### src/rtl/nco_pkg.sv
package nco_pkg;

    // Number of PSK code bits (eight phase levels).
    localparam int PSK_W = 3;

    // Write address map. Timer halves (100, 101) and 111 are accepted but not stored here.
    localparam logic [2:0] ADR_CF_LO = 3'd0;
    localparam logic [2:0] ADR_CF_HI = 3'd1;
    localparam logic [2:0] ADR_OF_LO = 3'd2;
    localparam logic [2:0] ADR_OF_HI = 3'd3;
    localparam logic [2:0] ADR_PHASE = 3'd6;

    // Control inputs after their one-clock capture stage.
    typedef struct packed {
        logic             cf_ld_n;
        logic             of_ld_n;
        logic             po_ld_n;
        logic             inh_n;
        logic             init_n;
        logic             acc_en_n;
        logic             psk_sel;
        logic [PSK_W-1:0] psk_code;
    } nco_ctl_t;

    localparam nco_ctl_t CTL_IDLE = '{
        cf_ld_n:  1'b1,
        of_ld_n:  1'b1,
        po_ld_n:  1'b1,
        inh_n:    1'b1,
        init_n:   1'b1,
        acc_en_n: 1'b1,
        psk_sel:  1'b0,
        psk_code: '0
    };

    // PSK code to octant: the upper two code values swap with the pair below them.
    function automatic logic [PSK_W-1:0] psk_octant(input logic [PSK_W-1:0] code);
        return {code[2], code[2] ^ code[1], code[0]};
    endfunction

endpackage

### src/rtl/nco_stage_regs.sv
module nco_stage_regs
    import nco_pkg::*;
#(
    parameter int CTRL_W = 16
) (
    input  logic                  clk,
    input  logic                  rst,
    input  logic                  cs_n,
    input  logic                  wr_n,
    input  logic [2:0]            addr,
    input  logic [CTRL_W-1:0]     wdata,
    output logic [2*CTRL_W-1:0]   cf_stage,
    output logic [2*CTRL_W-1:0]   of_stage,
    output logic [CTRL_W-1:0]     ph_stage
);

    localparam int WORD_W = 2 * CTRL_W;
    localparam int NHALF  = 2;

    typedef struct packed {
        logic [WORD_W-1:0] cf;
        logic [WORD_W-1:0] of;
        logic [CTRL_W-1:0] ph;
    } stage_t;

    stage_t s_q, s_d;

    logic             wr_hit;
    logic [NHALF-1:0] cf_wr;
    logic [NHALF-1:0] of_wr;
    logic             ph_wr;

    assign wr_hit = !cs_n && !wr_n;
    assign ph_wr  = wr_hit && (addr == ADR_PHASE);

    // One write strobe per half-word of each frequency staging word.
    for (genvar h = 0; h < NHALF; h++) begin : g_half
        assign cf_wr[h] = wr_hit && (addr == ((h == 0) ? ADR_CF_LO : ADR_CF_HI));
        assign of_wr[h] = wr_hit && (addr == ((h == 0) ? ADR_OF_LO : ADR_OF_HI));
    end

    always_comb begin
        s_d = s_q;
        for (int h = 0; h < NHALF; h++) begin
            if (cf_wr[h]) s_d.cf[h*CTRL_W +: CTRL_W] = wdata;
            if (of_wr[h]) s_d.of[h*CTRL_W +: CTRL_W] = wdata;
        end
        if (ph_wr) s_d.ph = wdata;
    end

    always_ff @(posedge clk) begin
        if (rst) s_q <= '0;
        else     s_q <= s_d;
    end

    assign cf_stage = s_q.cf;
    assign of_stage = s_q.of;
    assign ph_stage = s_q.ph;

    AST_NO_STRAY_WRITE: assert property (@(posedge clk) disable iff (rst)
        (cs_n || wr_n) |=> $stable(s_q));

    AST_UNMAPPED_QUIET: assert property (@(posedge clk) disable iff (rst)
        (addr[2] && (addr != ADR_PHASE)) |=> $stable(s_q));

endmodule

### src/rtl/nco_ctrl_sync.sv
module nco_ctrl_sync
    import nco_pkg::*;
(
    input  logic             clk,
    input  logic             rst,
    input  logic             cf_ld_n,
    input  logic             of_ld_n,
    input  logic             po_ld_n,
    input  logic             ofs_inh_n,
    input  logic             acc_init_n,
    input  logic             acc_en_n,
    input  logic             psk_sel,
    input  logic [PSK_W-1:0] psk_code,
    output nco_ctl_t         ctl
);

    nco_ctl_t c_q, c_d;

    // Every control input passes through one capture stage before it acts.
    always_comb begin
        c_d.cf_ld_n  = cf_ld_n;
        c_d.of_ld_n  = of_ld_n;
        c_d.po_ld_n  = po_ld_n;
        c_d.inh_n    = ofs_inh_n;
        c_d.init_n   = acc_init_n;
        c_d.acc_en_n = acc_en_n;
        c_d.psk_sel  = psk_sel;
        c_d.psk_code = psk_code;
    end

    always_ff @(posedge clk) begin
        if (rst) c_q <= CTL_IDLE;
        else     c_q <= c_d;
    end

    assign ctl = c_q;

endmodule

### src/rtl/nco_freq_acc.sv
module nco_freq_acc
    import nco_pkg::*;
#(
    parameter int ACC_W = 32
) (
    input  logic             clk,
    input  logic             rst,
    input  nco_ctl_t         ctl,
    input  logic [ACC_W-1:0] cf_stage,
    input  logic [ACC_W-1:0] of_stage,
    output logic [ACC_W-1:0] acc
);

    typedef struct packed {
        logic [ACC_W-1:0] cf;
        logic [ACC_W-1:0] of;
        logic [ACC_W-1:0] acc;
    } fa_t;

    fa_t s_q, s_d;

    logic [ACC_W-1:0] of_term;
    logic [ACC_W-1:0] inc;
    logic [ACC_W-1:0] feedback;

    always_comb begin
        s_d = s_q;

        // Working frequency registers follow their staged words while enabled.
        if (!ctl.cf_ld_n) s_d.cf = cf_stage;
        if (!ctl.of_ld_n) s_d.of = of_stage;

        // Frequency adder; the inhibit gates only the path, not the register.
        of_term = ctl.inh_n ? s_q.of : '0;
        inc     = s_q.cf + of_term;

        // Accumulator with zeroable feedback; the sum wraps at ACC_W bits.
        feedback = (!ctl.init_n) ? '0 : s_q.acc;
        if (!ctl.acc_en_n) s_d.acc = feedback + inc;
    end

    always_ff @(posedge clk) begin
        if (rst) s_q <= '0;
        else     s_q <= s_d;
    end

    assign acc = s_q.acc;

    AST_CF_HELD: assert property (@(posedge clk) disable iff (rst)
        ctl.cf_ld_n |=> $stable(s_q.cf));

    AST_OF_KEPT_UNDER_INHIBIT: assert property (@(posedge clk) disable iff (rst)
        (!ctl.inh_n && ctl.of_ld_n) |=> $stable(s_q.of));

    AST_ACC_IDLE: assert property (@(posedge clk) disable iff (rst)
        ctl.acc_en_n |=> $stable(s_q.acc));

    AST_INIT_BARE_INC: assert property (@(posedge clk) disable iff (rst)
        (!ctl.acc_en_n && !ctl.init_n) |=> (s_q.acc == $past(inc)));

endmodule

### src/rtl/nco_phase_offset.sv
module nco_phase_offset
    import nco_pkg::*;
#(
    parameter int ACC_W = 32,
    parameter int PH_W  = 16,
    parameter int OUT_W = 28
) (
    input  logic             clk,
    input  logic             rst,
    input  nco_ctl_t         ctl,
    input  logic [PH_W-1:0]  ph_stage,
    input  logic [ACC_W-1:0] acc,
    output logic [OUT_W-1:0] phase
);

    localparam int LOW_W  = ACC_W - PH_W;   // accumulator bits below the offset
    localparam int PAD_W  = PH_W - PSK_W;   // offset bits cleared in PSK mode
    localparam int DROP_W = ACC_W - OUT_W;  // sum bits dropped at the output

    typedef struct packed {
        logic [PH_W-1:0]  po;
        logic [OUT_W-1:0] phase;
    } po_t;

    po_t s_q, s_d;

    logic [ACC_W-1:0] offset_aligned;

    always_comb begin
        s_d = s_q;

        if (!ctl.po_ld_n) begin
            if (ctl.psk_sel) s_d.po = ph_stage;
            else             s_d.po = {psk_octant(ctl.psk_code), {PAD_W{1'b0}}};
        end

        offset_aligned = {s_q.po, {LOW_W{1'b0}}};
        s_d.phase      = OUT_W'((acc + offset_aligned) >> DROP_W);
    end

    always_ff @(posedge clk) begin
        if (rst) s_q <= '0;
        else     s_q <= s_d;
    end

    assign phase = s_q.phase;

    AST_PO_HELD: assert property (@(posedge clk) disable iff (rst)
        ctl.po_ld_n |=> $stable(s_q.po));

    AST_PSK_LOW_CLEAR: assert property (@(posedge clk) disable iff (rst)
        (!ctl.po_ld_n && !ctl.psk_sel) |=> (s_q.po[PAD_W-1:0] == '0));

    AST_PSK_WORD_PATH: assert property (@(posedge clk) disable iff (rst)
        (!ctl.po_ld_n && ctl.psk_sel) |=> (s_q.po == $past(ph_stage)));

endmodule

### src/rtl/nco_phase_ctrl.sv
module nco_phase_ctrl
    import nco_pkg::*;
#(
    parameter int CTRL_W = 16,
    parameter int OUT_W  = 28
) (
    input  logic              clk,
    input  logic              rst,
    input  logic              cs_n,
    input  logic              wr_n,
    input  logic [2:0]        addr,
    input  logic [CTRL_W-1:0] wdata,
    input  logic              cf_ld_n,
    input  logic              of_ld_n,
    input  logic              po_ld_n,
    input  logic              ofs_inh_n,
    input  logic              acc_init_n,
    input  logic              acc_en_n,
    input  logic              psk_sel,
    input  logic [2:0]        psk_code,
    output logic [OUT_W-1:0]  phase_out
);

    localparam int ACC_W = 2 * CTRL_W;

    logic [ACC_W-1:0]  cf_stage;
    logic [ACC_W-1:0]  of_stage;
    logic [CTRL_W-1:0] ph_stage;
    logic [ACC_W-1:0]  acc;
    nco_ctl_t          ctl;

    nco_stage_regs #(.CTRL_W(CTRL_W)) u_stage (
        .clk      (clk),
        .rst      (rst),
        .cs_n     (cs_n),
        .wr_n     (wr_n),
        .addr     (addr),
        .wdata    (wdata),
        .cf_stage (cf_stage),
        .of_stage (of_stage),
        .ph_stage (ph_stage)
    );

    nco_ctrl_sync u_sync (
        .clk        (clk),
        .rst        (rst),
        .cf_ld_n    (cf_ld_n),
        .of_ld_n    (of_ld_n),
        .po_ld_n    (po_ld_n),
        .ofs_inh_n  (ofs_inh_n),
        .acc_init_n (acc_init_n),
        .acc_en_n   (acc_en_n),
        .psk_sel    (psk_sel),
        .psk_code   (psk_code),
        .ctl        (ctl)
    );

    nco_freq_acc #(.ACC_W(ACC_W)) u_freq (
        .clk      (clk),
        .rst      (rst),
        .ctl      (ctl),
        .cf_stage (cf_stage),
        .of_stage (of_stage),
        .acc      (acc)
    );

    nco_phase_offset #(
        .ACC_W (ACC_W),
        .PH_W  (CTRL_W),
        .OUT_W (OUT_W)
    ) u_phase (
        .clk      (clk),
        .rst      (rst),
        .ctl      (ctl),
        .ph_stage (ph_stage),
        .acc      (acc),
        .phase    (phase)
    );

    logic [OUT_W-1:0] phase;
    assign phase_out = phase;

    AST_RESET_ZERO: assert property (@(posedge clk)
        $past(rst) |-> (phase_out == '0));

endmodule

### config.mk
export PLATFORM = sky130hd
export DESIGN_NAME = nco_phase_ctrl
export DESIGN_NICKNAME = d
export VERILOG_FILES = /design/src/rtl/nco_pkg.sv /design/src/rtl/nco_stage_regs.sv /design/src/rtl/nco_ctrl_sync.sv /design/src/rtl/nco_freq_acc.sv /design/src/rtl/nco_phase_offset.sv /design/src/rtl/nco_phase_ctrl.sv
export SDC_FILE = /design/constraint.sdc
export NUM_CORES = 1
export LEC_CHECK = 0
export CAP_MARGIN = 20
export CORE_UTILIZATION = 54
export CTS_CLUSTER_SIZE = 10
export DETAILED_ROUTE_END_ITERATION = 8
export PLACE_DENSITY_LB_ADDON = 0.08
export RECOVER_POWER = 100
export SYNTH_ARGS = -nofsm -noshare
export SYNTH_HDL_FRONTEND = slang
export SYNTH_SLANG_ARGS = --single-unit
### constraint.sdc
create_clock -name clk -period 3.5 [get_ports clk]
set_clock_uncertainty 0.2 [all_clocks]
set_input_delay 0.7 -clock clk [delete_from_list [all_inputs] [get_ports clk]]
set_output_delay 0.7 -clock clk [all_outputs]
set_load 0.02 [all_outputs]
==> impl.org, run 1 <==
** Timing
- Max-Slew Margin vs Limit :: -22.66%
- Peak Freq :: 297.6 MHz
- Number of endpoints failing setup at the final stage :: 0
- The tightest hold path in the finished design has a slack of 252.5 ps.
- The final number of max-transition violations came to 168.
- At the pin with the least slew margin, the transition time is 1840 ps.
- Final Critical Period :: 3360 ps
- Dividing the final minimum period by the clock period gives 95.99%.
- Setup TNS after final layout :: 0 ps
- Endpoints failing hold :: 0

** Cells and area
- From synthesis to final layout, the design area changed by 14.98%.
- Fillcell total :: 1819
- Cell Count, Final, Fillers Out :: 1686
- Fraction of final layout cells with drive strength greater than 1 :: 6.709%
- Nets@finish :: 1521
- Final antenna diode count :: 0
- Cells fill 63.58% of the core in the end.

** Setup path
- The critical path is of the flip-flop to flip-flop type.
- Worst reg2reg path startpoint :: u_sync.ctl[5]
- Most common cell type on the critical path :: fa_1
- STA classifies the critical path endpoint as a flip-flop.
- Slowest cell on the critical path :: fa_1
- The most critical setup path has its startpoint at u_sync.ctl[5].
- On the critical path the largest part of the delay comes from adder cells.
- Arrival time at the worst endpoint :: 3550 ps
- The critical path goes through and2_1, fa_1, ha_1, fa_1, a211oi_2, o21bai_1, o2111ai_2, nand3_4, buf_4, a31o_2, nand3_1, a21oi_1.
- Required time of the critical path :: 3690 ps
- In this run the worst path has a maximum fanout of 5.
- Critical path startpoint category :: flip-flop
- Counting both buffers and inverters, the worst setup path holds a total of 1.
- Setup slack on the worst flop-to-flop path :: 140 ps
- For this run, the slowest stage of the critical path takes 460 ps.

** Power
- Part of the power in combinational logic :: 4.3%
- Maximum VDD drop :: 0.3975 mV
- Psw :: 1172 uW
- Clock network fraction of design power :: 45.2%
- Fraction of power consumed by sequential logic :: 50.5%
- Switching Share :: 22.02%
- Dividing total power by cell area gives a power density of 412.5 nW/um^2.
- Overall power consumption after layout is estimated at 5324 uW.
- Leakage power :: 0.005647 uW
- The internal portion of the total power is 4152 uW.

** Min path
- The worst hold path belongs to the class flip-flop to flip-flop.
- Start point of the worst min-delay path :: u_stage.of_stage[25]

** Logic synthesis
- Yosys printed 0 warnings.
- Area share of fa/ha/maj cells after synthesis :: 10.90%
- After synthesis, the share of cell area in mux cells is 6.810%.
- By area, the combinational part of the netlist is dominated by simple AND/OR/NAND/NOR gates.
- Counting distinct cell types in the post-synthesis netlist gives 62.
- Fraction of the mapped netlist area in compound gates :: 13.37%
- In this run the mean area of a mapped cell was 8.260 um^2.
- The biggest area contributor in the post-synthesis netlist is dfxtp_1.
- Seq cells post-synth :: 230
- In this run, synthesis inferred 0 flip-flops with an integrated enable.
- Flip-flop cell with the highest count after synthesis :: dfxtp_1
- Post-synthesis async set-or-reset flop share :: 0%
- Synthesis handed over a netlist of 1359 instances.
- Cell area after synthesis :: 11230 um^2
- Summing the areas of all xor and xnor instances in the mapped netlist gives 2.029% of the synthesized area.
- Post-synthesis simple-gate area fraction :: 20.42%
- After synthesis, the largest area contributor takes up 41.02% of total cell area.
- After synthesis, the cell types taking the most area are dfxtp_1 (41%), nand2_1 (9.5%), a21oi_1 (6.6%), mux2i_1 (6.5%), fa_1 (5.9%).
- Sequential cell area fraction in the yosys report :: 41.02%
- When the netlist entered floorplanning its net count stood at 1470.

** Route
- Average routed wire per standard cell :: 16.11 um
- Number of design-rule violations left by the first detailed-router iteration :: 757
- Vias per cell :: 5.327
- Detailed-router iteration count before antenna repair :: 5
- Routed via count :: 8981
- ANT nets after route :: 0
- After detailed routing, the total wire length is 27.15 mm.
- In the routed design, unresolved DRC markers number 0.

** Placed design
- The count of buffers added on input and output ports is 60.
- Placed cells :: 1649
- Once detailed placement completed, the half-perimeter wirelength came to 19.15 mm.
- Routability-driven placement finished with a final weighted congestion of 0.8868.

** GRT
- The via count of the first global-routing pass came to 8001.
- Initial antenna violation count :: 0
- The first global-routing pass estimated 43.67 mm of wire.
- Pin count of the biggest net entering global routing :: 168
- Summed over all layers, the global routing overflow is 0.
- Overall Global Routing Usage :: 25.52%

** Die
- CORE AREA :: 20300 um^2
- The die is 146.2 um wide.
- Die Ht :: 146.2 um
- Total number of placement rows :: 52
- Die Area :: 21370 um^2
- Count of pins on the block boundary :: 61
- Initial cell density of the core :: 55.30%

** Clock network
- Clock-pin slew was measured on the worst setup and hold paths at 60 ps.
- Counting along the longest clock path gives a buffer depth of 3.
- Master cell of the clock root buffer :: clkbuf_16
- TritonCTS clock tree :: done
- Number of sinks on the clock net :: 230
- In this run, CTS created clock tree buffers numbering 27.
- Worst-Skew Late Latency :: 530 ps
- In this run the number of H-tree levels came out at 1.

** Flow run
- MaxCap Viol Count :: 1

** Outcome
- Violated checks :: max-capacitance violations, max-slew violations
- Run status :: complete, but fails checks
[layer usage]
metal  vias to the layer above  track usage (%)  part of all wire [%]
met5                         -                0                     0
met4                         0            5.156                   1.1
met3                        25            2.844                   4.6
met2                       219            34.81                    40
met1                      4151            42.20                    55
li1                       4586                -                     -
[cells by family (layout without fill, tap and decap cells)]
logic type	count (synthesis)	count (layout)
buffers and inverters	161	218
adders and majority gates	78	78
AOI/OAI and AO/OA	249	249
xor gates and xnor gates	26	26
muxes	76	76
DFF	230	230
and+or+nand+nor	539	539
[layout by cell type (no fill, tap or decap), types with 14 or more instances in the layout]
cell type and n:
dfxtp_1 226, nor3_1 15, nand2_1 285, and2_1 14, inv_1 92, nor2b_1 22, mux2i_1 73, a21o_1 18
nor2_1 146, buf_4 27, dlygate4sd3_1 29, fa_1 33, ha_1 43, clkdlybuf4s50_1 30, xor2_1 17, o21ai_0 20
clkbuf_16 27, a21oi_1 147
[per-stage QoR]
| step | instance area (um^2) | worst slack, ps |
|---|---|---|
| after floorplan | 11230 | 25.28 |
| after global placement | 12130 | 50.92 |
| after detailed placement | 12130 | -18.02 |
| after CTS | 12860 | 13.19 |
| after global routing | 12910 | -31.69 |
| final | 12910 | 140.3 |
[final timing paths]
check,end,cells past startpoint
min,u_stage.of_stage[25],2
min reg2reg,u_stage.of_stage[25],2
max reg2reg,u_freq.acc[27],12
max,u_freq.acc[27],12
[cell usage after synthesis, types with 5 or more instances]
master,count
a211oi_1,7
a21o_1,18
a21oi_1,147
and2_1,14
buf_1,12
buf_2,6
clkbuf_1,51
dfxtp_1,230
fa_1,33
ha_1,45
inv_1,92
mux2i_1,73
nand2_1,285
nand3_1,12
nand4_1,8
nor2_1,146
nor2b_1,21
nor3_1,16
o211ai_1,10
o21a_1,5
o21ai_0,20
or2_2,8
or3_1,9
xnor2_1,9
xor2_1,17
[worst min-delay path: stages (launching register included)]
cell and delay [ps]:
dfxtp_1 300, nand2_1 50, a21oi_1 50
[final cells by class]
| type | instances | area (um^2) | area share, % |
|---|---|---|---|
| Multi-Input combinational cell | 968 | 6035 | 46.75 |
| Sequential cell | 230 | 4609 | 35.71 |
| Timing Repair Buffer | 91 | 854.6 | 6.621 |
| Clock buffer | 35 | 725.7 | 5.622 |
| Inverter | 92 | 345.3 | 2.675 |
| Tap cell | 270 | 337.8 | 2.617 |
[power by group through the flow]
stage | combinational (uW) | sequential [uW] | clock, uW
2_1_floorplan | 151 | 2710 | 0
3_3_place_gp | 227 | 2740 | 0
3_5_place_dp | 228 | 2740 | 0
4_1_cts | 229 | 2680 | 2460
5_1_grt | 249 | 2690 | 2560
6_report | 229 | 2690 | 2410
[state kept, by name, summed over array words and instances (netlist names)]
register                flops
u_sync.ctl                 10
u_stage.ph_stage           16
u_phase.phase              28
u_stage.of_stage           32
u_freq.s_q                 64
u_stage.cf_stage           32
u_phase.offset_aligned     16
u_freq.acc                 32
[what timing repair did]
item,CTS,global route
hold buffers,0,0
hold endpoints to repair,0,0
setup endpoints to repair,2,16
gates resized for setup,1,20
buffers inserted,0,2
pin swaps,0,5
(Power assumes the default switching activity.)
==> inputs of run 2 (changes only) <==
--- a/config.mk
+++ b/config.mk
@@ -10,6 +10,8 @@
 export CTS_CLUSTER_SIZE = 10
 export DETAILED_ROUTE_END_ITERATION = 8
+export GPL_TIMING_DRIVEN = 0
 export PLACE_DENSITY_LB_ADDON = 0.08
 export RECOVER_POWER = 100
+export REMOVE_ABC_BUFFERS = 1
 export SYNTH_ARGS = -nofsm -noshare
 export SYNTH_HDL_FRONTEND = slang
==> constraint.sdc (replaced) <==
create_clock -name clk -period 3.5 [get_ports clk]
set_clock_uncertainty 0.2 [all_clocks]
set_input_delay 0.7 -clock clk [delete_from_list [all_inputs] [get_ports clk]]
set_output_delay 0.7 -clock clk [all_outputs]
set_load 0.05 [all_outputs]
==> run 2 against run 1 <==
Compared with the run above: the flow now finishes without violations; core utilization grew 1.5 points; sequential cell count unchanged; non-clock buffer count is 9 lower.
==> impl.org, run 2 (synthesis gave the netlist of run 1 again) <==
** Outcome
- Run status :: completed

** Cells and area
- Fillcell total :: 1745 (-4.1%)
- Largest register by flop count :: u_freq.s_q
- Fraction of final layout cells with drive strength greater than 1 :: 8.600% (+1.9 points)
- Final antenna diode count :: 0 (unchanged)
- The library cells used most frequently in the layout, excluding fill and tap cells, are nand2_1 (283), dfxtp_1 (225), nor2_1 (145), a21oi_1 (138), inv_1 (92).
- The area taken by multi-input logic gates was 6295 um^2 (+4.3%).
- Nets@finish :: 1512 (-0.59%)
- The footprint of the flip-flops and latches is 4616 um^2 (+0.14%).
- The number of flip-flops under the largest register name came to 64 (unchanged).
- Leaving out fill and tap cells, the most frequent cell in the layout is nand2_1.
- The total non-filler cell area in the finished layout was 13210 um^2 (+2.3%).
- Area added between synthesis and finish :: 17.68%

** Die
- CORE AREA :: 20300 um^2 (unchanged)
- The top-level I/O count came to 61 (unchanged).
- The starting density of the core came to 55.30% (unchanged).
- The width of the die is 146.2 um (unchanged).
- The floorplan die height is 146.2 um (unchanged).
- The standard-cell row count was 52 (unchanged).
- Die Area :: 21370 um^2 (unchanged)

** GRT
- Overall Global Routing Usage :: 25.07% (-0.45 points)
- The number of antenna violations at the first check in global routing is 0 (unchanged).
- The via count of the first global-routing pass was 8414 (+5.2%).
- The pin count of the biggest net entering global routing is 150 (-11%).
- First-pass GRT wire length :: 43.27 mm (-0.92%)
- Global route overflow :: 0 (unchanged)

** Timing
- The final cycle utilization of the critical path is 99.66% (+3.7 points).
- Setup TNS after final layout :: 0 ps (unchanged)
- The transition time at the pin with the least slew margin came to 1028 ps (-812.3 ps).
- Max-Slew Margin vs Limit :: 31.40% (+54 points)
- Count of pins over their slew limit :: 0 (-100%)
- The number of setup violations in the final report is 0 (unchanged).
- The number of failing hold endpoints at the final stage is 0 (unchanged).
- Final Critical Period :: 3488 ps (+128.4 ps)
- The worst slack on hold paths was 253.1 ps (+0.6060 ps).
- The timing-limited maximum frequency was 286.7 MHz (-3.7%).
- Setup repair after global routing could not meet its margin everywhere.

** Setup path
- Top delay family on crit path :: compound AO/OA/AOI/OAI gates
- STA classifies the critical path endpoint as a flip-flop.
- Highest fanout seen on the critical path :: 5 (unchanged)
- The buffers plus inverters on the worst setup path is 1 (unchanged).
- Crit-path cells :: buf_12, and2_4, fa_1, ha_4, fa_2, a211oi_4, o21bai_4, o2111ai_4, nand3_4, a211oi_2, xor2_1, o22ai_1
- Crit Path Class :: flip-flop to flip-flop
- Slowest cell on the critical path :: fa_1
- The worst setup path is launched from a flip-flop.
- The critical path arrival came to 3680 ps (+130 ps).
- Required time of the critical path :: 3690 ps (about the same)
- The delay of the slowest critical-path stage came to 500 ps (+40 ps).

** Clock network
- Number of hold buffers added after cts :: 0 (unchanged)
- Master cell of the clock root buffer :: clkbuf_16
- Number of levels the H-tree was split into :: 1 (unchanged)
- Worst-Skew Late Latency :: 530 ps (about the same)
- The buffer depth of the longest clock path is 3 (unchanged).
- The number of buffers created by CTS came to 27 (unchanged).
- TritonCTS built the clock tree.
- The count of clock tree sinks is 230 (unchanged).
- Clk slew on worst S/H paths :: 60 ps (about the same)

** Min path
- In this run the worst hold path is classified as flip-flop to flip-flop.

** Placed design
- Total placed instance area :: 12040 um^2 (-0.78%)
- Number of port buffers :: 60 (unchanged)
- The routability-driven placement congestion ratio was 0.8816 (-0.59%).
- The detailed placement HPWL came to 17.88 mm (-6.6%).

** Power
- Power per cell area :: 408.9 nW/um^2 (-0.86%)
- Maximum VDD drop :: 0.3504 mV (-12%)
- The register share of total power was 49.6% (-0.9 points).
- Psw :: 1220 uW (+4.1%)
- The total leakage power is 0.005558 uW (-1.6%).
- The total internal power is 4182 uW (+0.72%).
- The switching share of power was 22.59% (+0.57 points).
- Part of the power in combinational logic :: 4.8% (+0.5 points)
- The part of the total power dissipated in the clock network is 45.6% (+0.4 points).
- Total Power Consumption :: 5402 uW (+1.5%)

** Route
- Remaining routing DRC violations :: 0 (unchanged)
- The post-route antenna net violation count is 0 (unchanged).
- Average routed wire per standard cell :: 16.04 um (-0.40%)
- Number of design-rule violations left by the first detailed-router iteration :: 586 (-23%)
- Vias per cell :: 5.397 (+1.3%)
- The total via count in the routed design is 9051 (+0.78%).
- Final routed wirelength across all metal layers :: 26.90 mm (-0.93%)
- The detailed-routing iteration count for the pre-antenna-repair pass came to 5 (unchanged).

** Flow run
- MaxCap Viol Count :: 0 (-1)
run 2: changes by cell type in the layout (fill, tap and decap cells not counted), moves of 3 or more:
| cell | before | now |
|---|---|---|
| clkdlybuf4s50_1 | 30 | 59 |
| dlygate4sd3_1 | 29 | 0 |
| buf_4 | 27 | 13 |
| a21oi_1 | 147 | 138 |
| ha_1 | 43 | 34 |
| a21oi_2 | 2 | 9 |
| ha_4 | 0 | 7 |
| o21ai_0 | 20 | 16 |
| o21ai_1 | 3 | 7 |
| buf_16 | 0 | 3 |
run 2: layout make-up:
class	count	area share, %
clock buffer	34	5.541
timing repair buffer	82	6.630
inverter	92	2.614
clock inverter	1	0.06630
tap	270	2.557
multi-input combinational	968	47.65
sequential	230	34.94
run 2: worst paths after layout:
| path | startpoint | endpoint | slack, ps | cells after the start |
|---|---|---|---|---|
| worst max-delay path | u_sync.ctl[5] | u_freq.acc[25] | 10 | 12 |
| worst min-delay path | u_stage.ph_stage[7] | u_stage.ph_stage[7] | 250 | 2 |
| worst max register to register | u_sync.ctl[5] | u_freq.acc[25] | 10 | 12 |
| worst min register to register | u_stage.ph_stage[7] | u_stage.ph_stage[7] | 250 | 2 |
run 2: worst reg2reg max path: cells and delay by family, from the launching register on:
| kind | cells | cell delay (ps) |
|---|---|---|
| AO/OA/AOI/OAI | 5 | 1100 |
| adder cells (fa/ha/maj) | 3 | 1070 |
| flip-flops | 1 | 380 |
| AND/OR/NAND/NOR | 2 | 310 |
| XOR/XNOR | 1 | 170 |
| buffers and inverters | 1 | 140 |
run 2: power groups by stage:
stage / combinational [uW] / clock, uW / sequential, uW
floorplan: 79.8 / 0 / 2740
global route: 276 / 2610 / 2680
detailed placement: 242 / 0 / 2740
CTS: 250 / 2500 / 2680
global placement: 214 / 0 / 2760
finish: 257 / 2460 / 2680
run 2: stage by stage:
stage | setup slack [ps] | cells | util (%)
4_1_cts | 11.44 | 1671 | 63.73
3_3_place_gp | -7727 | 1620 | 58.61
5_1_grt | -42.81 | 1677 | 65.08
6_report | 11.89 | 1677 | 65.08
3_5_place_dp | -1027 | 1626 | 59.29
2_1_floorplan | -186.8 | 1290 | -
run 2: layer usage:
metal	global-route usage (%)	wire length, um	vias to the layer above
li1	-	-	4561
met1	35.75	13100	4257
met2	40.43	12170	195
met3	2.750	1072	38
met4	6.458	559	0
met5	0	0	-
run 2: repair_timing:
item,4_1_cts,5_1_grt
gates resized for setup,21,45
pin swaps,10,23
buffers inserted,10,6
endpoints found under the setup margin,23,16
==> inputs of run 3 (changes only) <==
==> constraint.sdc (replaced) <==
create_clock -name clk -period 3.5 [get_ports clk]
set_clock_uncertainty 0.2 [all_clocks]
set_input_delay 0.35 -clock clk [delete_from_list [all_inputs] [get_ports clk]]
set_output_delay 0.35 -clock clk [all_outputs]
set_load 0.05 [all_outputs]
==> results of run 3 <==
Same layout as run 2 (identical final DEF). Status: completed.
Among the figures that moved: clock-pin slew on the worst setup and hold paths 60 ps -> 50 ps; hold slack 253.1 ps -> 25.15 ps; end point of the worst hold path u_stage.ph_stage[7] -> u_sync.ctl[0]
